## src/rtl/sc_pkg.sv

```systemverilog
// Package: shared controller state type for the sectored cache.
package sc_pkg;
    typedef enum logic [1:0] {
        ST_IDLE  = 2'd0,
        ST_EVICT = 2'd1,
        ST_FILL  = 2'd2
    } sc_state_e;
endpackage

```

## src/rtl/sc_first_set.sv

```systemverilog
// sc_first_set: returns the position of the lowest set bit of a vector.
// Assumes N is a power of two; "any" is low when the vector is zero.
module sc_first_set #(
    parameter int N = 16
) (
    input  logic [N-1:0]         vec,
    output logic [$clog2(N)-1:0] pos,
    output logic                 any
);
    // Scan from the top so the lowest set bit wins.
    always_comb begin
        pos = '0;
        any = 1'b0;
        for (int i = N - 1; i >= 0; i--) begin
            if (vec[i]) begin
                pos = i[$clog2(N)-1:0];
                any = 1'b1;
            end
        end
    end
endmodule

```

## src/rtl/sc_tag_store.sv

```systemverilog
// sc_tag_store: per-line tag, line valid and per-sector valid/dirty flags.
// Assumes at most one update per cycle, all aimed at line "idx".
module sc_tag_store #(
    parameter int IDX_W = 2,
    parameter int SEC_W = 4,
    parameter int TAG_W = 24
) (
    input  logic             clk,
    input  logic             rst_n,
    input  logic [IDX_W-1:0] idx,
    output logic             line_v,
    output logic [TAG_W-1:0] line_tag,
    output logic [(1<<SEC_W)-1:0] sec_v,
    output logic [(1<<SEC_W)-1:0] sec_d,
    input  logic             install,
    input  logic [TAG_W-1:0] new_tag,
    input  logic             set_sec,
    input  logic             set_dirty,
    input  logic [SEC_W-1:0] upd_sec,
    input  logic             clr_dirty,
    input  logic [SEC_W-1:0] clr_sec
);
    localparam int LINES = 1 << IDX_W;
    localparam int NSEC  = 1 << SEC_W;

    logic [LINES-1:0] lv_q;
    logic [TAG_W-1:0] tag_q [LINES];
    logic [NSEC-1:0]  sv_q  [LINES];
    logic [NSEC-1:0]  sd_q  [LINES];

    // Present the state of the addressed line.
    always_comb begin
        line_v   = lv_q[idx];
        line_tag = tag_q[idx];
        sec_v    = sv_q[idx];
        sec_d    = sd_q[idx];
    end

    // Apply install, sector-set and dirty-clear updates.
    always_ff @(posedge clk) begin
        if (!rst_n) begin
            lv_q <= '0;
            for (int i = 0; i < LINES; i++) begin
                tag_q[i] <= '0;
                sv_q[i]  <= '0;
                sd_q[i]  <= '0;
            end
        end else if (install) begin
            lv_q[idx]  <= 1'b1;
            tag_q[idx] <= new_tag;
            sv_q[idx]  <= '0;
            sd_q[idx]  <= '0;
        end else if (set_sec) begin
            sv_q[idx][upd_sec] <= 1'b1;
            if (set_dirty) sd_q[idx][upd_sec] <= 1'b1;
        end else if (clr_dirty) begin
            sd_q[idx][clr_sec] <= 1'b0;
        end
    end

    AST_DIRTY_NEEDS_VALID: assert property (@(posedge clk) disable iff (!rst_n)
        (sec_d & ~sec_v) == '0);
    AST_INSTALL_EMPTIES: assert property (@(posedge clk) disable iff (!rst_n)
        install |=> (line_v && sec_v == '0 && sec_d == '0));
endmodule

```

## src/rtl/sc_data_store.sv

```systemverilog
// sc_data_store: word array, one word per sector, with byte-enabled writes.
// Two read ports: one for the CPU, one for the write-back path.
module sc_data_store #(
    parameter int IDX_W = 2,
    parameter int SEC_W = 4
) (
    input  logic             clk,
    input  logic [IDX_W-1:0] idx,
    input  logic [SEC_W-1:0] cpu_sec,
    output logic [31:0]      cpu_word,
    input  logic [SEC_W-1:0] wb_sec,
    output logic [31:0]      wb_word,
    input  logic             we,
    input  logic [3:0]       be,
    input  logic [31:0]      wdata
);
    localparam int WORDS = 1 << (IDX_W + SEC_W);

    logic [31:0] mem_q [WORDS];

    // Combinational reads of the CPU sector and the write-back sector.
    always_comb begin
        cpu_word = mem_q[{idx, cpu_sec}];
        wb_word  = mem_q[{idx, wb_sec}];
    end

    // Byte-enabled write into the CPU sector.
    always_ff @(posedge clk) begin
        if (we) begin
            for (int b = 0; b < 4; b++) begin
                if (be[b]) mem_q[{idx, cpu_sec}][8*b +: 8] <= wdata[8*b +: 8];
            end
        end
    end
endmodule

```

## src/rtl/sc_ctrl.sv

```systemverilog
// sc_ctrl: hit check and miss sequencing (write-back of dirty sectors,
// install, single-sector fill). Assumes the CPU request is held while stalled.
module sc_ctrl
    import sc_pkg::*;
#(
    parameter int ADDR_W = 32,
    parameter int IDX_W  = 2,
    parameter int SEC_W  = 4,
    parameter int TAG_W  = 24
) (
    input  logic              clk,
    input  logic              rst_n,
    input  logic              cpu_valid,
    input  logic              cpu_write,
    input  logic [3:0]        cpu_be,
    input  logic [TAG_W-1:0]  a_tag,
    input  logic [IDX_W-1:0]  a_idx,
    input  logic [SEC_W-1:0]  a_sec,
    output logic              cpu_ready,
    input  logic              line_v,
    input  logic [TAG_W-1:0]  line_tag,
    input  logic [(1<<SEC_W)-1:0] sec_v,
    input  logic [(1<<SEC_W)-1:0] sec_d,
    output logic              install,
    output logic              set_sec,
    output logic              set_dirty,
    output logic              clr_dirty,
    output logic [SEC_W-1:0]  wb_sec,
    output logic              ds_we,
    output logic              ds_from_mem,
    output logic              mem_req,
    output logic              mem_write,
    output logic [ADDR_W-1:0] mem_addr,
    input  logic              mem_ack
);
    sc_state_e  state_q, state_d;
    logic       tag_eq, hit, any_dirty;

    sc_first_set #(.N(1 << SEC_W)) u_pick (
        .vec (sec_d),
        .pos (wb_sec),
        .any (any_dirty)
    );

    // Hit: tag matches and sector valid, or a full-word write claims it.
    always_comb begin
        tag_eq = line_v && (line_tag == a_tag);
        hit    = tag_eq && (sec_v[a_sec] || (cpu_write && (&cpu_be)));
    end

    // Next state, store updates and memory request.
    always_comb begin
        state_d     = state_q;
        cpu_ready   = 1'b0;
        install     = 1'b0;
        set_sec     = 1'b0;
        set_dirty   = 1'b0;
        clr_dirty   = 1'b0;
        ds_we       = 1'b0;
        ds_from_mem = 1'b0;
        mem_req     = 1'b0;
        mem_write   = 1'b0;
        mem_addr    = {a_tag, a_idx, a_sec, 2'b00};
        unique case (state_q)
            ST_IDLE: begin
                if (cpu_valid) begin
                    if (hit) begin
                        cpu_ready = 1'b1;
                        if (cpu_write) begin
                            ds_we     = 1'b1;
                            set_sec   = 1'b1;
                            set_dirty = 1'b1;
                        end
                    end else if (!tag_eq) begin
                        state_d = ST_EVICT;
                    end else begin
                        state_d = ST_FILL;
                    end
                end
            end
            ST_EVICT: begin
                if (any_dirty) begin
                    mem_req   = 1'b1;
                    mem_write = 1'b1;
                    mem_addr  = {line_tag, a_idx, wb_sec, 2'b00};
                    clr_dirty = mem_ack;
                end else begin
                    install = 1'b1;
                    state_d = ST_IDLE;
                end
            end
            ST_FILL: begin
                mem_req = 1'b1;
                if (mem_ack) begin
                    ds_we       = 1'b1;
                    ds_from_mem = 1'b1;
                    set_sec     = 1'b1;
                    state_d     = ST_IDLE;
                end
            end
            default: state_d = ST_IDLE;
        endcase
    end

    // State register.
    always_ff @(posedge clk) begin
        if (!rst_n) state_q <= ST_IDLE;
        else        state_q <= state_d;
    end

    AST_STALL_ON_MEM: assert property (@(posedge clk) disable iff (!rst_n)
        mem_req |-> !cpu_ready);
    AST_REQ_HELD: assert property (@(posedge clk) disable iff (!rst_n)
        (mem_req && !mem_ack) |=> (mem_req && $stable(mem_addr) && $stable(mem_write)));
    AST_WB_DIRTY_ONLY: assert property (@(posedge clk) disable iff (!rst_n)
        (mem_req && mem_write) |-> sec_d[mem_addr[SEC_W+1:2]]);
    AST_FILL_MISSING_ONLY: assert property (@(posedge clk) disable iff (!rst_n)
        (mem_req && !mem_write) |-> !sec_v[mem_addr[SEC_W+1:2]]);
    AST_WB_ASCENDING: assert property (@(posedge clk) disable iff (!rst_n)
        (mem_req && mem_write && mem_ack) |=>
        (!(mem_req && mem_write) || (mem_addr[SEC_W+1:2] > $past(mem_addr[SEC_W+1:2]))));
endmodule

```

## src/rtl/sector_cache.sv

```systemverilog
// sector_cache: direct-mapped write-back, write-allocate cache with 64-byte
// lines of sixteen 4-byte sectors, each with its own valid and dirty flag.
// Assumes word-aligned CPU accesses held stable until cpu_ready.
module sector_cache #(
    parameter int ADDR_W = 32,
    parameter int IDX_W  = 2
) (
    input  logic              clk,
    input  logic              rst_n,
    input  logic              cpu_valid,
    input  logic              cpu_write,
    input  logic [ADDR_W-1:0] cpu_addr,
    input  logic [3:0]        cpu_be,
    input  logic [31:0]       cpu_wdata,
    output logic              cpu_ready,
    output logic [31:0]       cpu_rdata,
    output logic              mem_req,
    output logic              mem_write,
    output logic [ADDR_W-1:0] mem_addr,
    output logic [31:0]       mem_wdata,
    input  logic              mem_ack,
    input  logic [31:0]       mem_rdata
);
    localparam int SEC_W = 4;
    localparam int NSEC  = 1 << SEC_W;
    localparam int TAG_W = ADDR_W - IDX_W - SEC_W - 2;

    logic [TAG_W-1:0] a_tag, line_tag;
    logic [IDX_W-1:0] a_idx;
    logic [SEC_W-1:0] a_sec, wb_sec;
    logic [NSEC-1:0]  sec_v, sec_d;
    logic line_v, install, set_sec, set_dirty, clr_dirty, ds_we, ds_from_mem;
    logic [3:0]  ds_be;
    logic [31:0] ds_wdata;

    // Split the CPU address into tag, index and sector fields.
    always_comb begin
        a_sec = cpu_addr[SEC_W+1:2];
        a_idx = cpu_addr[IDX_W+SEC_W+1:SEC_W+2];
        a_tag = cpu_addr[ADDR_W-1:IDX_W+SEC_W+2];
    end

    // Fills write a whole word from memory; CPU writes use byte enables.
    always_comb begin
        ds_be    = ds_from_mem ? 4'hF : cpu_be;
        ds_wdata = ds_from_mem ? mem_rdata : cpu_wdata;
    end

    sc_tag_store #(.IDX_W(IDX_W), .SEC_W(SEC_W), .TAG_W(TAG_W)) u_tags (
        .clk (clk), .rst_n (rst_n), .idx (a_idx),
        .line_v (line_v), .line_tag (line_tag), .sec_v (sec_v), .sec_d (sec_d),
        .install (install), .new_tag (a_tag),
        .set_sec (set_sec), .set_dirty (set_dirty), .upd_sec (a_sec),
        .clr_dirty (clr_dirty), .clr_sec (wb_sec)
    );

    sc_data_store #(.IDX_W(IDX_W), .SEC_W(SEC_W)) u_data (
        .clk (clk), .idx (a_idx),
        .cpu_sec (a_sec), .cpu_word (cpu_rdata),
        .wb_sec (wb_sec), .wb_word (mem_wdata),
        .we (ds_we), .be (ds_be), .wdata (ds_wdata)
    );

    sc_ctrl #(.ADDR_W(ADDR_W), .IDX_W(IDX_W), .SEC_W(SEC_W), .TAG_W(TAG_W)) u_ctrl (
        .clk (clk), .rst_n (rst_n),
        .cpu_valid (cpu_valid), .cpu_write (cpu_write), .cpu_be (cpu_be),
        .a_tag (a_tag), .a_idx (a_idx), .a_sec (a_sec), .cpu_ready (cpu_ready),
        .line_v (line_v), .line_tag (line_tag), .sec_v (sec_v), .sec_d (sec_d),
        .install (install), .set_sec (set_sec), .set_dirty (set_dirty),
        .clr_dirty (clr_dirty), .wb_sec (wb_sec),
        .ds_we (ds_we), .ds_from_mem (ds_from_mem),
        .mem_req (mem_req), .mem_write (mem_write), .mem_addr (mem_addr),
        .mem_ack (mem_ack)
    );

    AST_WORD_ALIGNED: assert property (@(posedge clk) disable iff (!rst_n)
        cpu_valid |-> (cpu_addr[1:0] == 2'b00));
    AST_READY_NEEDS_VALID: assert property (@(posedge clk) disable iff (!rst_n)
        (cpu_ready && !cpu_write) |-> sec_v[a_sec]);
endmodule

```

## config.mk

```make
export PLATFORM = sky130hd
export DESIGN_NAME = sector_cache
export DESIGN_NICKNAME = d
export VERILOG_FILES = /design/src/rtl/sc_pkg.sv /design/src/rtl/sc_first_set.sv /design/src/rtl/sc_tag_store.sv /design/src/rtl/sc_data_store.sv /design/src/rtl/sc_ctrl.sv /design/src/rtl/sector_cache.sv
export SDC_FILE = /design/constraint.sdc
export NUM_CORES = 2
export LEC_CHECK = 0
export ABC_AREA = 1
export BUFFER_PORTS_ARGS = -buffer_cell sky130_fd_sc_hd__buf_2
export CAP_MARGIN = 10
export CORE_MARGIN = 8
export CORE_UTILIZATION = 35
export DETAILED_ROUTE_END_ITERATION = 16
export SLEW_MARGIN = 0
export SYNTH_ARGS = -nofsm -noshare
export SYNTH_HDL_FRONTEND = slang
export SYNTH_SLANG_ARGS = --single-unit
```

## constraint.sdc

```tcl
create_clock -name clk -period 5 [get_ports clk]
set_clock_uncertainty 0.05 [all_clocks]
set_input_delay 1 -clock clk [delete_from_list [all_inputs] [get_ports clk]]
set_output_delay 1 -clock clk [all_outputs]
set_load 0.02 [all_outputs]
```

## Yosys cells after proc, flatten, opt, wreduce, memory -nomap -nowiden

Memories as Yosys holds them, arrays and structs flattened.
Index checks and enable logic that the tools add are counted.

- Bitwise gates (word level): 49
- $lt $le $gt $ge: 6
- Mux-type cells: 156
- Equality and inequality tests: 7
- Reductions and logical operators: 13

Operators by type and width:

| kind | number |
|---|---|
| 1-bit two-way mux | 112 |
| 16-bit two-way mux | 7 |
| 32-bit two-way mux | 3 |
| 4-bit two-way mux | 17 |
| 1-bit bitwise OR | 48 |
| 16-bit OR reduction | 2 |
| 24-bit equality test | 1 |
| 24-bit two-way mux | 1 |
| 24-bit OR reduction | 1 |
| 2-bit two-way mux | 8 |
| 4-bit by 5-bit less-than comparator with 1-bit output, second input constant | 2 |
| 1-bit demux with 4-bit select | 2 |
| 4-bit by 1-bit greater-or-equal comparator with 1-bit output, second input constant | 2 |
| 2-bit != test, second input constant | 4 |
| 4-bit AND reduction | 2 |
| 1-bit logical AND | 6 |
| 2-bit case mux with 3 select lines | 1 |
| 1-bit binary-select mux with 4-bit select | 1 |
| 4-bit bitwise OR | 1 |
| 1-bit case mux with 2 select lines | 2 |
| 2-bit by 3-bit less-than comparator with 1-bit output, second input constant | 1 |
| 1-bit binary-select mux with 2-bit select | 1 |
| 1-bit demux with 2-bit select | 1 |
| 2-bit by 1-bit equality test with 1-bit output, second input constant | 1 |
| other kinds (4) | 4 |

- Input port bits: 105
- Output and inout bits: 99
- Memories: 4
- Flip-flop bits (word level): 6
- Word-level logic and storage cells: 237
- RAM bits: 2272

Memory list:

| name | words | bits a word | read ports | clocked after memory_dff | wr ports | RTL line | text |
|---|---|---|---|---|---|---|---|
| u_data.mem_q | 64 | 32 | 2 | 0 | 1 | sc_data_store.sv:19 | `logic [31:0] mem_q [WORDS];` |
| u_tags.tag_q | 4 | 24 | 1 | 0 | 4 | sc_tag_store.sv:27 | `logic [TAG_W-1:0] tag_q [LINES];` |
| u_tags.sd_q | 4 | 16 | 1 | 0 | 4 | sc_tag_store.sv:29 | `logic [NSEC-1:0] sd_q [LINES];` |
| u_tags.sv_q | 4 | 16 | 1 | 0 | 4 | sc_tag_store.sv:28 | `logic [NSEC-1:0] sv_q [LINES];` |

## Logic depth before layout (Yosys ltp)

An unclocked memory read counts as a cell.

- Depth after elaboration: 27
- Mapped depth: 34
- Gate-level depth less buffers: 29

## Modules after synthesis

A second synthesis with hierarchy kept.

- Cells, all modules: 15563
- Area, all modules: 123867.5 sq um

By module, submodules not included:

| module | seq. area each (sq um) | cells an instance | times used | area each (sq um) |
|---|---|---|---|---|
| sc_data_store | 61499.0 | 13900 | 1 | 110573.5 |
| sc_tag_store | 6806.5 | 1193 | 1 | 11210.8 |
| sc_ctrl | 40.0 | 313 | 1 | 1385.1 |
| sector_cache | 0.0 | 108 | 1 | 489.2 |
| sc_first_set | 0.0 | 49 | 1 | 209.0 |

## Least setup slack after synthesis

No wires, ideal clock.

- Path kind: input -> output
- From: input cpu_addr[6]
- To: output mem_wdata[10]
- Path slack: 0.183 ns
- Data arrival time: 3.767 ns
- Data required time: 3.950 ns
- Stages on the path: 26
- Path buffers: 6
- Path through: buf_4 > inv_2 > buf_6 > nor2_1 > buf_2 > nand2_1 > nand2_1 > a211oi_1 > nand2_1 > o21ai_0 > nand2_1 > nand2_1 > nand2_1 > inv_2 > buf_2 > buf_2 > buf_1 > nand4_1 > nand2_1 > nand3b_1 > nand2_1 > nand2_1 > nor2_1 > nor2_1 > nor2_1 > nand2_1

- Longest elaborated chain between the ends: 18

RTL lines:

| item | RTL line | text |
|---|---|---|
| start: declaration | sector_cache.sv:12 | `input logic [ADDR_W-1:0] cpu_addr,` |
| memory read 4 x 16 bit | -- |  |
| 4-bit two-way mux (16 in a row) | sc_first_set.sv:15 | `if (vec[i]) begin` |
| memory read 64 x 32 bit * | -- |  |
| end: declaration | sector_cache.sv:20 | `output logic [31:0] mem_wdata,` |

Every way passes the cells marked *; elsewhere a longest branch is shown, timed or not.

## Worst setup path after layout

- From: memory u_tags.sd_q[3][14] (netlist name)
- To: output mem_wdata[22]

- Longest elaborated chain between the ends: 17

RTL lines:

| item | RTL line |
|---|---|
| start: declaration | sc_tag_store.sv:29 |
| memory read 4 x 16 bit | -- |
| 4-bit two-way mux (15 in a row) | sc_first_set.sv:15 |
| memory read 64 x 32 bit | -- |

No other way between the ends.

==> results.cfg <==
[final_layout]
layout.nets = 12500
layout.core_utilization_pct = 44.1
layout_common_cells = sky130_fd_sc_hd__edfxtp_1 (2272), sky130_fd_sc_hd__nand2_1 (2159), sky130_fd_sc_hd__nand3_1 (1372)
post_layout_nonfiller_instances = 16900
layout-drive-gt1-share_pct = 19.8
fill_cells = 30300
register_area_um2 = 68300
multiInputGateArea_um2 = 40900
layout.cell_area.non_filler_um2 = 143000
area_growth_syn_to_layout_pct = 25.6
most_common_cell_after_layout_fill_and_taps_aside = sky130_fd_sc_hd__edfxtp_1

[setup_path]
cpMostUsedCell = sky130_fd_sc_hd__nand2_1
timing.critical_path.buf_inv = 5
cpPeakStageDelay_ns = 0.39
worst_ep_required_time_ns = 3.95
critical_path_arrival_ns = 4.48
crit_type = flop to primary output
critPathSlowestCell = sky130_fd_sc_hd__edfxtp_1
endpoint_kind_of_the_worst_setup_timing_path = primary output
critical_path.top_delay_family = simple AND/OR/NAND/NOR gates
kind_of_start_point_of_the_critical_path = flop
crit_fanout = 8

[routing]
drtAntennaViolNets = 0
detailroute.via_count = 105000
detail_route.iter0.violations = 17600
first_pass_iters = 9
drc = 0
viasPerCell = 6.20
wl_mm = 494
average_routed_wire_per_standard_cell_um = 29.2

[logic_synthesis]
post_synth_inst_count = 11400
synth_seq_area_share_pct = 60.2
yosys_warnings = 0
synth.distinct_cells = 36
ys_seq_elements = 2278
avgSynthCellArea_um2 = 9.96
synthesis.area_um2 = 114000

[die]
die_h_um = 585
top_level_ports = 204
die_x_um = 585
die_area_um2 = 343000
design.core.area_um2 = 323000
effective_utilization_at_floorplan_pct = 35.1
placementRows = 209

[clocking]
ctsLongestPathBuffers = 4
cts_tree = done
clock_insertion_delay_at_the_later_pin_of_the_skew_report_ns = 0.93
cts_made_buffers = 244
clock_transition_at_the_register_clock_pins_on_the_worst_setup_and_hold_paths_after_cts_ns = 0.07
cts_hold_buf = 0
cts_htree_levels = 4
cts-root-buf = sky130_fd_sc_hd__clkbuf_16
clock_sinks = 2278

[placement]
port_buffers = 199
place_ws_ns = -1.03
placed_instances = 16400
post_dp_cell_area_um2 = 131000
place_congestion = 0.953
place.detailed.hpwl_mm = 326

[sta]
setup_viol = 32
crit_share_post_route_pct = 111
layout_min_cycle_time_ns = 5.53
fin_worst_hold_slack_ns = 0.390
transition_time_of_the_tightest_slew_check_pin_ns = 1.40
final-hold-violation-count = 0
clock.fmax_mhz = 181
rsz0062_at_grt = yes
worst_slack_ns = -0.532
timing.max_slew.rel_slack_pct = 6.23
final-max-slew-violation-count = 0

[run_status]
violations_in_the_final_reports = negative setup slack
outcome = complete, but fails checks

[global_route]
global_route.overflow_total = 0
grt_total_usage_pct = 27.0
grt_max_degree = 77
wire_length_of_the_first_global_routing_pass_mm = 691
first_global_vias = 97500
antenna_violations_before_repair = 28

[job]
drv_cap = 0

[power_and_ir_drop]
peak_supply_drop_uv = 398
power.density_nw_per_um2 = 371
p_leak_uw = 0.0531

[min_path]
hp-class = flop to flop
power by group:
group,internal [uW],switching [uW],total (uW)
combinational,4400,8550,13000
sequential,21900,33.1,21900
clock,10100,7920,18000
stage by stage:
| stage | setup TNS (ns) | total power [uW] |
|---|---|---|
| 2_1_floorplan | 0 | 27800 |
| 3_3_place_gp | -236.16 | 33400 |
| 3_5_place_dp | -280.67 | 33500 |
| 4_1_cts | -12.94 | 52000 |
| 5_1_grt | -20.43 | 54100 |
| 6_report | -14.58 | 52900 |
cells by family (layout without fill, tap and decap cells):
group | count (synthesis) | count (layout) | share of synthesized area (%)
AOI/OAI and AO/OA | 1678 | 1678 | 9.89
adders and majority gates | 3 | 3 | 0.0331
buffers and inverters | 1424 | 2611 | 4.91
DFF | 2278 | 2278 | 60.2
other | 1 | 39 | 0.00330
and+or+nand+nor | 6010 | 6010 | 25.0
area by class of cell:
cell class                 count  share of cell area (%)
timing repair inverter         3                  0.0254
multi-input combinational   7693                    28.7
antenna                       37                  0.0649
clock inverter               158                   0.993
inverter                     366                    1.02
tap                         4325                    3.79
clock buffer                 287                    4.42
timing repair buffer        1797                    13.1
sequential                  2278                    47.9
per-layer routing:
metal,GRT usage [%],part of all wire (%)
met5,0,0.011
met1,34.7,36
met4,17.2,7.3
met3,6.23,13
met2,41.2,44
final timing paths:
path                                     start  cells after the start                               end  slack [ns]
setup / recovery  u_tags.sd_q[3][14]$_DFFE_PP_                     31                     mem_wdata[22]       -0.53
hold / removal     u_tags.lv_q[0]$_SDFFE_PN0P_                      2       u_tags.lv_q[0]$_SDFFE_PN0P_        0.39
setup reg to reg  u_tags.sd_q[3][14]$_DFFE_PP_                     23  u_tags.sd_q[2][10]$_SDFFCE_PN0P_        0.93
hold reg to reg    u_tags.lv_q[0]$_SDFFE_PN0P_                      2       u_tags.lv_q[0]$_SDFFE_PN0P_        0.39
worst reg2reg max path, cell delays in order (launching register included):
cell,delay (ns)
sky130_fd_sc_hd__edfxtp_1,0.39
sky130_fd_sc_hd__nand3_1,0.10
sky130_fd_sc_hd__nand2_1,0.07
sky130_fd_sc_hd__nor2_2,0.13
sky130_fd_sc_hd__buf_4,0.12
sky130_fd_sc_hd__nand3_2,0.08
sky130_fd_sc_hd__a31oi_2,0.18
sky130_fd_sc_hd__o21ai_2,0.07
sky130_fd_sc_hd__nand2_1,0.08
sky130_fd_sc_hd__nand2_2,0.09
sky130_fd_sc_hd__nand2_8,0.25
sky130_fd_sc_hd__buf_16,0.28
sky130_fd_sc_hd__buf_4,0.45
sky130_fd_sc_hd__nand3_1,0.37
sky130_fd_sc_hd__inv_1,0.12
sky130_fd_sc_hd__nand2_1,0.09
sky130_fd_sc_hd__nand2_1,0.07
sky130_fd_sc_hd__nor2_1,0.04
sky130_fd_sc_hd__nand2_1,0.05
sky130_fd_sc_hd__nor2_1,0.04
sky130_fd_sc_hd__nand2_1,0.16
sky130_fd_sc_hd__buf_4,0.25
sky130_fd_sc_hd__nand3_1,0.12
sky130_fd_sc_hd__nand2_1,0.10
timing repair:
action / 4_1_cts / 5_1_grt
setup endpoints to repair: 34 / 36
buffers inserted: 31 / 21
gates cloned: 34 / 29
pin swaps: 85 / 128
gates resized for setup: 297 / 224
Yosys cell counts (all sizes together):
cell type	count	share of area (%)
nand2	2294	7.6
edfxtp	2272	60
nand3	1401	6.2
a22oi	1027	6.8
nand4	1008	5.6
nor2	878	2.9
clkbuf	819	2.7
a21oi	532	2.3
inv	362	1.2
nand3b	290	1.9
buf	239	0.99
nor4	128	0.71
o21ai	44	0.19
o221ai	32	0.25
o22a	32	0.25
nor3	10	0.075
dfxtp	6	0.11
clkinv	4	0.013
o211ai	4	0.026
ha	3	0.033
o22ai	3	0.017
a211oi	2	0.013
a21boi	1	0.0066
a31oi	1	0.0055
and2	1	0.0055
conb	1	0.0033
state kept, by name, indices dropped and copies added (netlist names):
register	count
u_data.mem_q	2048
u_tags.tag_q	96
u_tags.sd_q	64
u_tags.sv_q	64
u_tags.lv_q	4
u_ctrl.state_q	2
Power figures use the tool's default switching activity.
